===== src/rtl/bxh_pkg.sv =====
package bxh_pkg;
  localparam logic [1:0] OFS_CTRL = 2'd0;
  localparam logic [1:0] OFS_DATA = 2'd1;
  localparam logic [1:0] OFS_MASK = 2'd2;

  localparam int CB_CLR_IN    = 0;
  localparam int CB_CLR_OUT   = 1;
  localparam int CB_REQ       = 2;
  localparam int CB_ACK_RSP   = 3;
  localparam int CB_ACK_SMS   = 4;
  localparam int CB_HOST_BUSY = 6;

  localparam int MB_EN   = 0;
  localparam int MB_PEND = 1;

  typedef struct packed {
    logic dev_busy;
    logic host_busy;
    logic sms_attn;
    logic rsp_attn;
  } flags_t;

  function automatic logic [7:0] pack_ctrl(flags_t f);
    return {f.dev_busy, f.host_busy, 1'b0, f.sms_attn, f.rsp_attn, 3'b000};
  endfunction

  function automatic logic [7:0] pack_mask(logic en, logic pend);
    return {6'b0, pend, en};
  endfunction
endpackage


===== src/rtl/bxh_inbuf.sv =====
module bxh_inbuf #(
  parameter int DEPTH = 64,
  parameter int AW    = $clog2(DEPTH),
  parameter int CNT_W = $clog2(DEPTH) + 2
) (
  input  logic             clk,
  input  logic             rst_n,
  input  logic             wr,
  input  logic [7:0]       wdata,
  input  logic             clr,
  input  logic [AW-1:0]    rd_addr,
  output logic [7:0]       rd_data,
  output logic [CNT_W-1:0] count
);
  logic [7:0] mem [DEPTH];
  logic       room;

  assign room    = count < CNT_W'(DEPTH);
  assign rd_data = mem[rd_addr];

  always_ff @(posedge clk) begin
    if (wr && room) mem[count[AW-1:0]] <= wdata;
  end

  always_ff @(posedge clk or negedge rst_n) begin
    if (!rst_n)                  count <= '0;
    else if (clr)                count <= '0;
    else if (wr && count != '1)  count <= count + 1'b1;
  end

  p_count_moves_r6: assert property (@(posedge clk) disable iff (!rst_n)
    (wr && !clr && count != '1) |=> count == $past(count) + 1'b1);
  p_count_sticks_r6: assert property (@(posedge clk) disable iff (!rst_n)
    (wr && !clr && count == '1) |=> count == '1);
endmodule


===== src/rtl/bxh_outbuf.sv =====
module bxh_outbuf #(
  parameter int DEPTH = 64,
  parameter int AW    = $clog2(DEPTH),
  parameter int LEN_W = $clog2(DEPTH + 1)
) (
  input  logic             clk,
  input  logic             rst_n,
  input  logic             ld_we,
  input  logic [AW-1:0]    ld_addr,
  input  logic [7:0]       ld_data,
  input  logic             commit,
  input  logic [LEN_W-1:0] commit_len,
  input  logic             pop,
  input  logic             clr_pos,
  output logic [7:0]       rd_byte,
  output logic             avail,
  output logic [LEN_W-1:0] len
);
  logic [7:0]       mem [DEPTH];
  logic [LEN_W-1:0] pos;
  logic             last;

  function automatic logic [LEN_W-1:0] cap_len(logic [LEN_W-1:0] l);
    return (l > LEN_W'(DEPTH)) ? LEN_W'(DEPTH) : l;
  endfunction

  assign avail   = pos < len;
  assign last    = (pos + 1'b1) == len;
  assign rd_byte = avail ? mem[pos[AW-1:0]] : 8'hFF;

  always_ff @(posedge clk) begin
    if (ld_we) mem[ld_addr] <= ld_data;
  end

  always_ff @(posedge clk or negedge rst_n) begin
    if (!rst_n) begin
      pos <= '0;
      len <= '0;
    end else if (commit) begin
      pos <= '0;
      len <= cap_len(commit_len);
    end else if (clr_pos) begin
      pos <= '0;
    end else if (pop && avail) begin
      if (last) begin
        pos <= '0;
        len <= '0;
      end else begin
        pos <= pos + 1'b1;
      end
    end
  end

  p_drain_r7: assert property (@(posedge clk) disable iff (!rst_n)
    (pop && avail && last && !commit && !clr_pos) |=> (len == '0 && !avail));
  p_len_capped_r8: assert property (@(posedge clk) disable iff (!rst_n)
    commit |=> len <= LEN_W'(DEPTH));
endmodule


===== src/rtl/bxh_ctrl.sv =====
module bxh_ctrl
  import bxh_pkg::*;
(
  input  logic   clk,
  input  logic   rst_n,
  input  logic   req,
  input  logic   ack_rsp,
  input  logic   ack_sms,
  input  logic   tog_host,
  input  logic   mask_wr,
  input  logic   mask_en,
  input  logic   mask_ack,
  input  logic   commit,
  input  logic   sms_set,
  input  logic   sms_clr,
  output flags_t flags,
  output logic   irq_en,
  output logic   irq_pend,
  output logic   req_evt
);
  flags_t f_n;
  logic   en_n, pend_n;

  always_comb begin
    f_n    = flags;
    en_n   = irq_en;
    pend_n = irq_pend;
    if (ack_rsp)  f_n.rsp_attn  = 1'b0;
    if (ack_sms)  f_n.sms_attn  = 1'b0;
    if (tog_host) f_n.host_busy = ~flags.host_busy;
    if (commit) begin
      f_n.dev_busy = 1'b0;
      f_n.rsp_attn = 1'b1;
      if (irq_en) pend_n = 1'b1;
    end
    if (sms_set && !flags.sms_attn) begin
      f_n.sms_attn = 1'b1;
      if (irq_en) pend_n = 1'b1;
    end else if (sms_clr && flags.sms_attn) begin
      f_n.sms_attn = 1'b0;
      if (!flags.rsp_attn) pend_n = 1'b0;
    end
    if (req) f_n.dev_busy = 1'b1;
    if (mask_wr) begin
      if (mask_en && !irq_en) begin
        en_n = 1'b1;
        if (flags.rsp_attn || flags.sms_attn) pend_n = 1'b1;
      end else if (!mask_en && irq_en) begin
        en_n   = 1'b0;
        pend_n = 1'b0;
      end
      if (mask_ack) pend_n = 1'b0;
    end
  end

  always_ff @(posedge clk or negedge rst_n) begin
    if (!rst_n) begin
      flags    <= '0;
      irq_en   <= 1'b0;
      irq_pend <= 1'b0;
      req_evt  <= 1'b0;
    end else begin
      flags    <= f_n;
      irq_en   <= en_n;
      irq_pend <= pend_n;
      req_evt  <= req;
    end
  end

  p_pend_needs_en_r10: assert property (@(posedge clk) disable iff (!rst_n)
    irq_pend |-> irq_en);
  p_req_busy_r5: assert property (@(posedge clk) disable iff (!rst_n)
    req_evt |-> flags.dev_busy);
  p_commit_attn_r8: assert property (@(posedge clk) disable iff (!rst_n)
    commit |=> flags.rsp_attn);
endmodule


===== src/rtl/bxfer_host_port.sv =====
module bxfer_host_port
  import bxh_pkg::*;
#(
  parameter  int DEPTH = 64,
  localparam int AW    = $clog2(DEPTH),
  localparam int CNT_W = $clog2(DEPTH) + 2,
  localparam int LEN_W = $clog2(DEPTH + 1)
) (
  input  logic             clk,
  input  logic             rst_n,
  input  logic [1:0]       host_addr,
  input  logic             host_wr,
  input  logic             host_rd,
  input  logic [7:0]       host_wdata,
  output logic [7:0]       host_rdata,
  output logic             host_irq,
  output logic             req_evt,
  input  logic [AW-1:0]    in_raddr,
  output logic [7:0]       in_rdata,
  output logic [CNT_W-1:0] in_count,
  input  logic             rsp_we,
  input  logic [AW-1:0]    rsp_waddr,
  input  logic [7:0]       rsp_wdata,
  input  logic             rsp_commit,
  input  logic [LEN_W-1:0] rsp_len,
  input  logic             sms_set,
  input  logic             sms_clr
);
  logic       ctrl_wr, data_wr, mask_wr, data_rd;
  flags_t     flags;
  logic       irq_en, irq_pend, out_avail;
  logic [7:0] out_byte;
  logic [LEN_W-1:0] out_len;

  assign ctrl_wr = host_wr && host_addr == OFS_CTRL;
  assign data_wr = host_wr && host_addr == OFS_DATA;
  assign mask_wr = host_wr && host_addr == OFS_MASK;
  assign data_rd = host_rd && host_addr == OFS_DATA;

  bxh_inbuf #(.DEPTH(DEPTH), .AW(AW), .CNT_W(CNT_W)) u_in (
    .clk(clk), .rst_n(rst_n), .wr(data_wr), .wdata(host_wdata),
    .clr(ctrl_wr && host_wdata[CB_CLR_IN]),
    .rd_addr(in_raddr), .rd_data(in_rdata), .count(in_count)
  );

  bxh_outbuf #(.DEPTH(DEPTH), .AW(AW), .LEN_W(LEN_W)) u_out (
    .clk(clk), .rst_n(rst_n), .ld_we(rsp_we), .ld_addr(rsp_waddr),
    .ld_data(rsp_wdata), .commit(rsp_commit), .commit_len(rsp_len),
    .pop(data_rd), .clr_pos(ctrl_wr && host_wdata[CB_CLR_OUT]),
    .rd_byte(out_byte), .avail(out_avail), .len(out_len)
  );

  bxh_ctrl u_ctrl (
    .clk(clk), .rst_n(rst_n),
    .req(ctrl_wr && host_wdata[CB_REQ]),
    .ack_rsp(ctrl_wr && host_wdata[CB_ACK_RSP]),
    .ack_sms(ctrl_wr && host_wdata[CB_ACK_SMS]),
    .tog_host(ctrl_wr && host_wdata[CB_HOST_BUSY]),
    .mask_wr(mask_wr), .mask_en(host_wdata[MB_EN]), .mask_ack(host_wdata[MB_PEND]),
    .commit(rsp_commit), .sms_set(sms_set), .sms_clr(sms_clr),
    .flags(flags), .irq_en(irq_en), .irq_pend(irq_pend), .req_evt(req_evt)
  );

  always_comb begin
    unique case (host_addr)
      OFS_CTRL: host_rdata = pack_ctrl(flags);
      OFS_DATA: host_rdata = out_byte;
      OFS_MASK: host_rdata = pack_mask(irq_en, irq_pend);
      default:  host_rdata = 8'hFF;
    endcase
  end

  assign host_irq = irq_pend;

  p_clr_in_r3: assert property (@(posedge clk) disable iff (!rst_n)
    (ctrl_wr && host_wdata[CB_CLR_IN]) |=> in_count == '0);
  p_empty_read_r7: assert property (@(posedge clk) disable iff (!rst_n)
    (data_rd && out_len == '0) |-> host_rdata == 8'hFF);
  p_irq_level_r11: assert property (@(posedge clk) disable iff (!rst_n)
    host_irq |-> irq_en);
endmodule


===== config.mk =====
export PLATFORM = sky130hd
export DESIGN_NAME = bxfer_host_port
export DESIGN_NICKNAME = d
export VERILOG_FILES = /design/src/rtl/bxh_pkg.sv /design/src/rtl/bxh_inbuf.sv /design/src/rtl/bxh_outbuf.sv /design/src/rtl/bxh_ctrl.sv /design/src/rtl/bxfer_host_port.sv
export SDC_FILE = /design/constraint.sdc
export NUM_CORES = 1
export LEC_CHECK = 0
export BUFFER_PORTS_ARGS = -buffer_cell sky130_fd_sc_hd__clkbuf_2
export CORE_UTILIZATION = 45
export CTS_BUF_LIST = sky130_fd_sc_hd__clkbuf_4
export CTS_CLUSTER_DIAMETER = 150
export DETAILED_ROUTE_END_ITERATION = 10
export SKIP_CTS_REPAIR_TIMING = 1
export SKIP_LAST_GASP = 1
export SYNTH_ARGS = -nofsm -noshare
export SYNTH_HDL_FRONTEND = slang
export SYNTH_SLANG_ARGS = --single-unit

===== constraint.sdc =====
create_clock -name clk -period 3.5 [get_ports clk]
set_input_delay 0.525 -clock clk [delete_from_list [all_inputs] [get_ports clk]]
set_output_delay 0.525 -clock clk [all_outputs]
set_load 0.005 [all_outputs]

* Word-level counts from Yosys, hierarchy flattened
Memory sizes are Yosys's and may differ from the RTL's.
Index checks and enable logic that the tools add are counted.
** Storage, ports and cells
- Register bits :: 29
- Logic and storage cells :: 92
- Output and inout bits :: 26
- Input port bits :: 45
- RAM bits :: 1024
- Memories :: 2
** Operators by class
- Add/subtract/negate cells :: 2
- Reduce and logical (&&, ||, !) cells :: 32
- Eq/ne operators :: 5
- Multiplexer cells :: 37
- Magnitude comparators :: 3
- Bitwise operators :: 1
** Memory list
- u_in.mem :: depth 64, width 8, rd ports 1, clocked after Yosys merged registers in 0, write ports 1, line bxh_inbuf.sv:15 : logic [7:0] mem [DEPTH];
- u_out.mem :: depth 64, width 8, rd ports 1, clocked after Yosys merged registers in 0, write ports 1, line bxh_outbuf.sv:19 : logic [7:0] mem [DEPTH];
** Operator list (number)
- 7-bit 2-to-1 mux :: 9
- 1-bit 2-to-1 mux :: 24
- 8-bit 2-to-1 mux :: 3
- 8-bit case mux with 3 select lines :: 1
- 1-bit logical AND :: 17
- 2-bit nonzero test :: 6
- 8-bit by 1-bit adder with 8-bit output, second input constant :: 1
- 8-bit by 7-bit less-than comparator with 1-bit output, second input constant :: 1
- 8-bit inequality test, second input constant :: 1
- 7-bit by 1-bit adder with 7-bit output, second input constant :: 1
- 7-bit == test :: 1
- 7-bit greater-than comparator, second input constant :: 1
- 7-bit less-than comparator :: 1
- 3-bit nonzero test :: 2
- 1-bit logical NOT :: 3
- 3-bit AND reduction :: 1
- 2-bit by 1-bit == test with 1-bit output, second input constant :: 1
- 2-bit == test, second input constant :: 1
- 2-bit logical NOT :: 1
- 2-bit inequality test, second input constant :: 1
- 2-bit AND reduction :: 1
- 1-bit logical OR :: 1
- 1-bit inverter :: 1

* Logic depth before layout (Yosys ltp)
Gate-level depths: netlist of run 1.
- Depth in word-level cells :: 9
- Depth in mapped cells :: 11
- Gate-level depth less buffers :: 8

* Hierarchy
From an unflattened synthesis of run 1, not the netlist that was laid out.
** Second synthesis, totals
- Cells, all modules :: 2071
- Area, all modules :: 41783.8 um2
** By module, submodules not included
- bxh_outbuf :: cells each 1030, area an instance 20972.6 um2, sequential area each 15725.1 um2, times used 1
- bxh_inbuf :: cells each 977, area an instance 20303.2 um2, sequential area each 15574.9 um2, times used 1
- bxh_ctrl :: cells each 31, area an instance 326.6 um2, sequential area each 175.2 um2, times used 1
- bxfer_host_port :: cells each 33, area an instance 181.4 um2, sequential area each 0.0 um2, times used 1

* Least setup slack after synthesis of run 1
No wires, ideal clock.
- Path kind :: input port to output port
- Start point :: in in_raddr[1]
- End point :: out in_rdata[5]
- Data arrival time :: 2.408 ns
- Cell stages on the path :: 7
- Path buffers :: 3
- Data required time :: 2.975 ns
- Slack :: 0.567 ns
- Cell sequence :: buf_2 -> clkbuf_1 -> buf_1 -> mux4_2 -> mux4_2 -> a22oi_1 -> nand2_1
** On the way
- Cells in the longest elaborated chain, start to end :: 1
** RTL lines
- start: declaration :: line bxfer_host_port.sv:18 : input logic [AW-1:0] in_raddr,
- memory 64 x 8 bit
- end: declaration :: line bxfer_host_port.sv:19 : output logic [7:0] in_rdata,
Every way passes these cells.

* Worst setup path in the final report of run 1
- Start point :: reg u_out.pos[0]
- End point :: out host_rdata[4]
** On the way
- Cells in the longest elaborated chain, start to end :: 3
- Elaborated cells between the ends (all ways) :: 4
- Classes of those cells :: order compare: 1; mux: 2; memory: 1
** RTL lines
- start: declaration :: line bxh_outbuf.sv:20 : logic [LEN_W-1:0] pos;
- start signal: assignment :: line bxh_outbuf.sv:49 : pos <= pos + 1'b1;
- memory 64 x 8 bit or 7-bit less-than comparator (tied branches)
- 8-bit 2-to-1 mux (*) :: line bxh_outbuf.sv:29 : assign rd_byte = avail ? mem[pos[AW-1:0]] : 8'hFF;
- 8-bit case mux with 3 select lines (*) :: line bxfer_host_port.sv:65 : unique case (host_addr)
- end: declaration :: line bxfer_host_port.sv:15 : output logic [7:0] host_rdata,
Every way passes the cells marked *; elsewhere a longest branch is shown, timed or not.

==> results of run 1 <==
-- stage by stage --
stage	TNS, ns	area, sq um
global placement	0	44300
CTS	-8.61	47700
finish	-4.68	48800
floorplan	0	41400
global route	-6.76	48800
detailed placement	0	44300
-- routing by layer --
| metal | up-vias | GRT usage, % | part of all wire, % | routed length, um |
|---|---|---|---|---|
| met5 | - | 0 | 0.047 | 47 |
| met4 | 8 | 8.38 | 2.8 | 2770 |
| met3 | 182 | 5.11 | 6.6 | 6620 |
| met2 | 817 | 34.9 | 50 | 49800 |
| met1 | 11500 | 27.7 | 41 | 40700 |
| li1 | 9526 | - | - | - |
-- power by group --
part	leakage, uW	internal (uW)	switching [uW]	total [uW]
registers	0.00958	13900	116	14100
clock network	0.00201	5530	4750	10300
logic	0.00433	630	899	1530
-- state kept, by name, summed over array words and instances (netlist names) --
register	flops
u_out.mem	512
u_in.mem	512
u_ctrl.flags	4
u_in.count	8
u_ctrl.irq_pend	1
u_out.len	7
u_ctrl.irq_en	1
u_out.pos	7
u_ctrl.req_evt	1
-- kinds of logic after synthesis --
| group | Yosys count | synth area share [%] |
|---|---|---|
| simple gates | 310 | 3.47 |
| xor+xnor | 15 | 0.317 |
| buf+inv | 121 | 1.33 |
| compound gates | 167 | 2.87 |
| flops | 1053 | 75.9 |
| fa+ha+maj | 11 | 0.332 |
| mux | 341 | 15.7 |
-- cells in the mapped netlist (2+ instances only) --
cell       count  area (sq um)
mux4_2       248          5590
mux2i_1       89           891
buf_6          5          56.3
a221oi_1       2          17.5
nor4_1         2          12.5
inv_1         20          75.1
ha_1          11           138
a22o_1        20           175
buf_4          7          52.6
and2_1         8          50.1
mux2_2         4          45.0
nor3_1        12          60.1
o41a_1         2          22.5
nand4_1        8          50.1
or3_1          5          31.3
buf_1         14          52.6
o22ai_1        4          25.0
and4b_1        2          20.0
nand2b_1       6          37.5
clkbuf_1      48           180
or4_1          4          30.0
or3b_2         3          26.3
edfxtp_1    1024         30700
buf_2         26           130
nor3b_1        5          37.5
o21ai_0        4          20.0
o2bb2ai_1      3          26.3
nand3_1       38           190
a22oi_1       77           578
nand3b_1       8          60.1
or2_2          2          12.5
xor2_1         6          52.6
nand2_1       38           143
nor2_1       152           571
nor2b_1       17           106
a31o_2         2          17.5
xnor2_1        9          78.8
a21oi_1       25           125
dfrtp_1       29           726
o211ai_1       2          15.0
o21ai_1       11          55.1
a31oi_1        7          43.8
-- worst min path at each step --
stage / cells after the start / slack (ns) / endpoint / startpoint
5_1_grt: 3 / 0.01 / u_ctrl.irq_en / host_wdata[0]
3_5_place_dp: 1 / 0.48 / u_ctrl.flags[2] / u_ctrl.flags[2]
2_1_floorplan: 0 / 0.23 / u_ctrl.flags[0] / rst_n
4_1_cts: 1 / -0.57 / u_ctrl.req_evt / rst_n
3_3_place_gp: 1 / 0.47 / u_ctrl.flags[2] / u_ctrl.flags[2]
6_report: 2 / 0.06 / u_out.mem[17][4] / rsp_wdata[4]
-- layout make-up --
cell class	instances	area [sq um]	area share (%)
Timing Repair Buffer	305	2650	5.42
Clock inverter	63	374	0.766
Sequential cell	1053	31500	64.5
Clock buffer	395	2970	6.07
Antenna cell	5	12.5	0.0256
Tap cell	1176	1470	3.01
Inverter	21	78.8	0.161
Multi-Input combinational cell	844	9800	20.1
-- worst max-delay path: cells and delay by family (launching register included) --
kind | cells | cell delay [ns]
and+or+nand+nor | 4 | 0.94
AOI/OAI and AO/OA | 2 | 0.21
DFF | 1 | 0.50
buffers and inverters | 5 | 0.77
==> qor.yml, run 1 <==
floorplanning:
  initial_utilization_pct: 45.8
  fp.dieH_um: 305
  dieArea_sq_um: 93300
  num_io_pins: 71
  die_width_um: 305
  coreArea_sq_um: 90600
  rows: 110
yosys:
  syn-num-nets: 2074
  synthArstFlopShare_pct: 2.75
  synthFlopType: "edfxtp_1"
  syn_area_sq_um: 41400
  syn_area_per_cell_sq_um: 20.5
  ys_seq_area_share_pct: 75.9
  ys_ff_latch: 1053
  synth_edf_count: 1024
  ys_types: 51
  synth_warnings: 0
  netlist_instances: 2018
cts:
  cts_sinks: 1053
  cts.clk_slew.worst_paths_ns: 0.07
  htreeDepth: 5
  cts_max_path_buffers: 4
  insertion_delay_ns: 1.10
  cts_root_buf: "clkbuf_4"
  cts_buffers: 286
  tritoncts: "done"
timing:
  holdWs_ns: 0.0582
  worstMarginPinSlew_ns: 1.32
  drv_slew: 0
  layout_setup_ws_ns: -0.585
  finalHoldViolations: 0
  max_slew_margin_pct: 12.1
  fmax_mhz: 245
  finClkSkew_ns: 0.0506
  setup_viol: 14
  post-route-period-util_pct: 117
  grt_setup_unrepaired: "yes"
  min_period_ns: 4.08
critical_path:
  worstReg2RegStart: "u_out.pos[1]"
  arrival_ns: 3.56
  reg2reg_slack_ns: 0.22
  crit_path_top_delay_cell: "dfrtp_4"
  crit_end: "host_rdata[4]"
  crit_path_cell_trace: "buf_12 -> buf_12 -> nor2b_4 -> buf_6 -> a22oi_2 -> nand3_1 -> nand4_1 -> nor2_4 -> a31oi_1 -> buf_4 -> clkbuf_2"
  path_common_cell: "buf_12"
  r2r_cells: 9
  slowest_delay_ns: 0.50
  cp_max_fo: 18
  required_ns: 2.97
  worstSetupPathType: "register to output pin"
  crit_start: "u_out.pos[0]"
  r2r_end: "u_out.len[1]"
  worstSetupEndpointType: "output pin"
  startpoint_type: "register"
drt:
  wirelength_um: 99900
  drt-pass1-iter-count: 5
  ant_nets: 0
  drc: 0
  via_per_inst: 5.70
  num_vias: 22000
  wl_per_cell_um: 25.9
  drtIter0Drc: 1998
layout:
  final_cell_count_no_fill: 3862
  final_common_cell: "edfxtp_1"
  final_util_pct: 53.9
  final_nets: 2567
  drive_above_1_share_pct: 38.2
  layout_common_cells: "edfxtp_1 (1024), clkbuf_4 (395), mux4_2 (248)"
  area_growth_pct: 17.8
  n_fill_cell: 7139
placement:
  dpl_worst_slack_ns: 0.193
  dpl.hpwl_um: 62400
  port_buffers: 70
  post-place-cells: 3336
  gp_congestion: 0.823
global_routing:
  grt_pass1_vias: 22600
  grt_max_degree: 67
  grt_use_total_pct: 21.3
  grt_pass1_wl_um: 144000
  antenna_found_initial: 8
  gr-total-overflow: 0
power:
  p_per_area_nw_per_um2: 530
  vdd_drop_max_v: 0.000378
  leakage_uw: 0.0159
  total_power_uw: 25900
outcome:
  status: "complete, but fails checks"
  violations: "negative setup slack"
hold_path:
  hold_class: "input pin to register"
job:
  drv_cap: 0
Power figures use the tool's default switching activity.
==> run 2, diff against run 1 <==
Settings changed: CORE_MARGIN set to 2, SKIP_LAST_GASP 1 to unset.
==> run 2 against run 1 <==
Effect of this change:
- the flow still finishes with violations (negative setup slack)
- combinational power down 3%
- critical path depth down 3
- first-iteration DRC count up 12%
- core utilization down 0.62 points
- total power up 0.82%
- cell count up 0.47%
- register-to-register slack better by 0.03 ns
- largest power group unchanged
==> qor.yml, run 2 (same netlist as run 1, synthesis figures left out) <==
outcome:
  status: "complete, but fails checks"
  violations: "negative setup slack"
power:
  total_power_uw: 26100
  vdd_drop_max_v: 0.000302
  leakage_uw: 0.0159
  p_per_area_nw_per_um2: 535
cts:
  insertion_delay_ns: 1.16
  cts_root_buf: "clkbuf_4"
  htreeDepth: 5
  cts.clk_slew.worst_paths_ns: 0.06
  cts_buffers: 290
  cts_sinks: 1053
  cts_max_path_buffers: 4
  tritoncts: "done"
timing:
  min_period_ns: 4.11
  drv_slew: 0
  worstMarginPinSlew_ns: 1.28
  fmax_mhz: 243
  setup_viol: 16
  finalHoldViolations: 0
  grt_setup_unrepaired: "yes"
  finClkSkew_ns: 0.0800
  post-route-period-util_pct: 118
  layout_setup_ws_ns: -0.615
  max_slew_margin_pct: 14.5
hold_path:
  hold_class: "input pin to register"
  min-delay-start: "host_addr[1]"
floorplanning:
  dieArea_sq_um: 94500
  num_io_pins: 71
  fp.dieH_um: 307
  coreArea_sq_um: 91500
  die_width_um: 307
  rows: 111
  initial_utilization_pct: 45.3
layout:
  final_nets: 2565
  drive_above_1_share_pct: 37.4
  n_fill_cell: 7247
  area_growth_pct: 17.7
  layout_common_cells: "edfxtp_1 (1024), clkbuf_4 (404), mux4_2 (248)"
  final_util_pct: 53.3
  top_regs: "u_in.mem (512), u_out.mem (512), u_in.count (8)"
  final_common_cell: "edfxtp_1"
global_routing:
  gr-total-overflow: 0
  grt_pass1_vias: 22700
  grt_max_degree: 67
  antenna_found_initial: 5
  grt_use_total_pct: 21.6
  grt_pass1_wl_um: 147000
critical_path:
  crit_start: "u_out.pos[0]"
  worstReg2RegStart: "u_out.pos[0]"
  arrival_ns: 3.59
  required_ns: 2.97
  worstSetupPathType: "register to output pin"
  cp_max_fo: 6
  startpoint_type: "register"
  worstSetupEndpointType: "output pin"
placement:
  gp_congestion: 0.824
  port_buffers: 70
  dpl.hpwl_um: 64400
  dpl_worst_slack_ns: 0.249
drt:
  drt-pass1-iter-count: 7
  ant_nets: 0
  via_per_inst: 5.67
  wl_per_cell_um: 26.4
  drtIter0Drc: 2232
  drc: 0
  wirelength_um: 103000
  num_vias: 22000
job:
  drv_cap: 0
==> run 2: worst max-delay path, stage by stage, from the launching register on <==
cell      delay (ns)
dfrtp_4         0.49
clkbuf_4        0.20
buf_4           0.15
mux4_2          0.44
a22o_4          0.26
a221oi_4        0.23
nor3_2          0.07
o41a_1          0.50
clkbuf_2        0.15
==> run 2: metal layers <==
layer | global-route usage (%) | share of wire (%)
met1 | 27.3 | 40
met3 | 5.50 | 6.7
met5 | 0 | 0.021
met2 | 35.7 | 51
met4 | 8.66 | 2.9
==> run 2: worst paths after layout <==
| check | to | slack, ns | cells past startpoint |
|---|---|---|---|
| min in group asynchronous | u_out.pos[1] | 0.15 | 2 |
| max in group asynchronous | u_out.pos[0] | 2.67 | 2 |
| worst max-delay path | host_rdata[2] | -0.61 | 8 |
| worst max register to register | u_out.len[0] | 0.25 | 9 |
| worst min-delay path | u_ctrl.flags[2] | 0.03 | 5 |
| worst min register to register | u_ctrl.flags[2] | 0.48 | 1 |
==> run 2: metrics by stage <==
stage | instance area (sq um) | instances | TNS (ns) | hold slack (ns)
after floorplan | 41400 | 2018 | 0 | 0.229
final | 48800 | 3880 | -5.21 | 0.0344
after CTS | 47800 | 3823 | -9.44 | -0.637
after global placement | 44400 | 3352 | 0 | 0.479
after global routing | 48800 | 3879 | -7.86 | 0.00118
after detailed placement | 44400 | 3352 | 0 | 0.476
==> run 2: cell type report <==
type                       instances  area (sq um)  area share (%)
multi-input combinational        844          9680            19.8
clock buffer                     403          3030            6.20
tap                             1186          1480            3.04
timing repair buffer             299          2590            5.31
clock inverter                    68           424           0.869
antenna                            6          15.0          0.0308
sequential                      1053         31500            64.5
inverter                          21          78.8           0.162
==> run 2: power breakdown <==
part	internal (uW)	switching, uW
logic	612	874
registers	13900	114
clock network	5710	4820
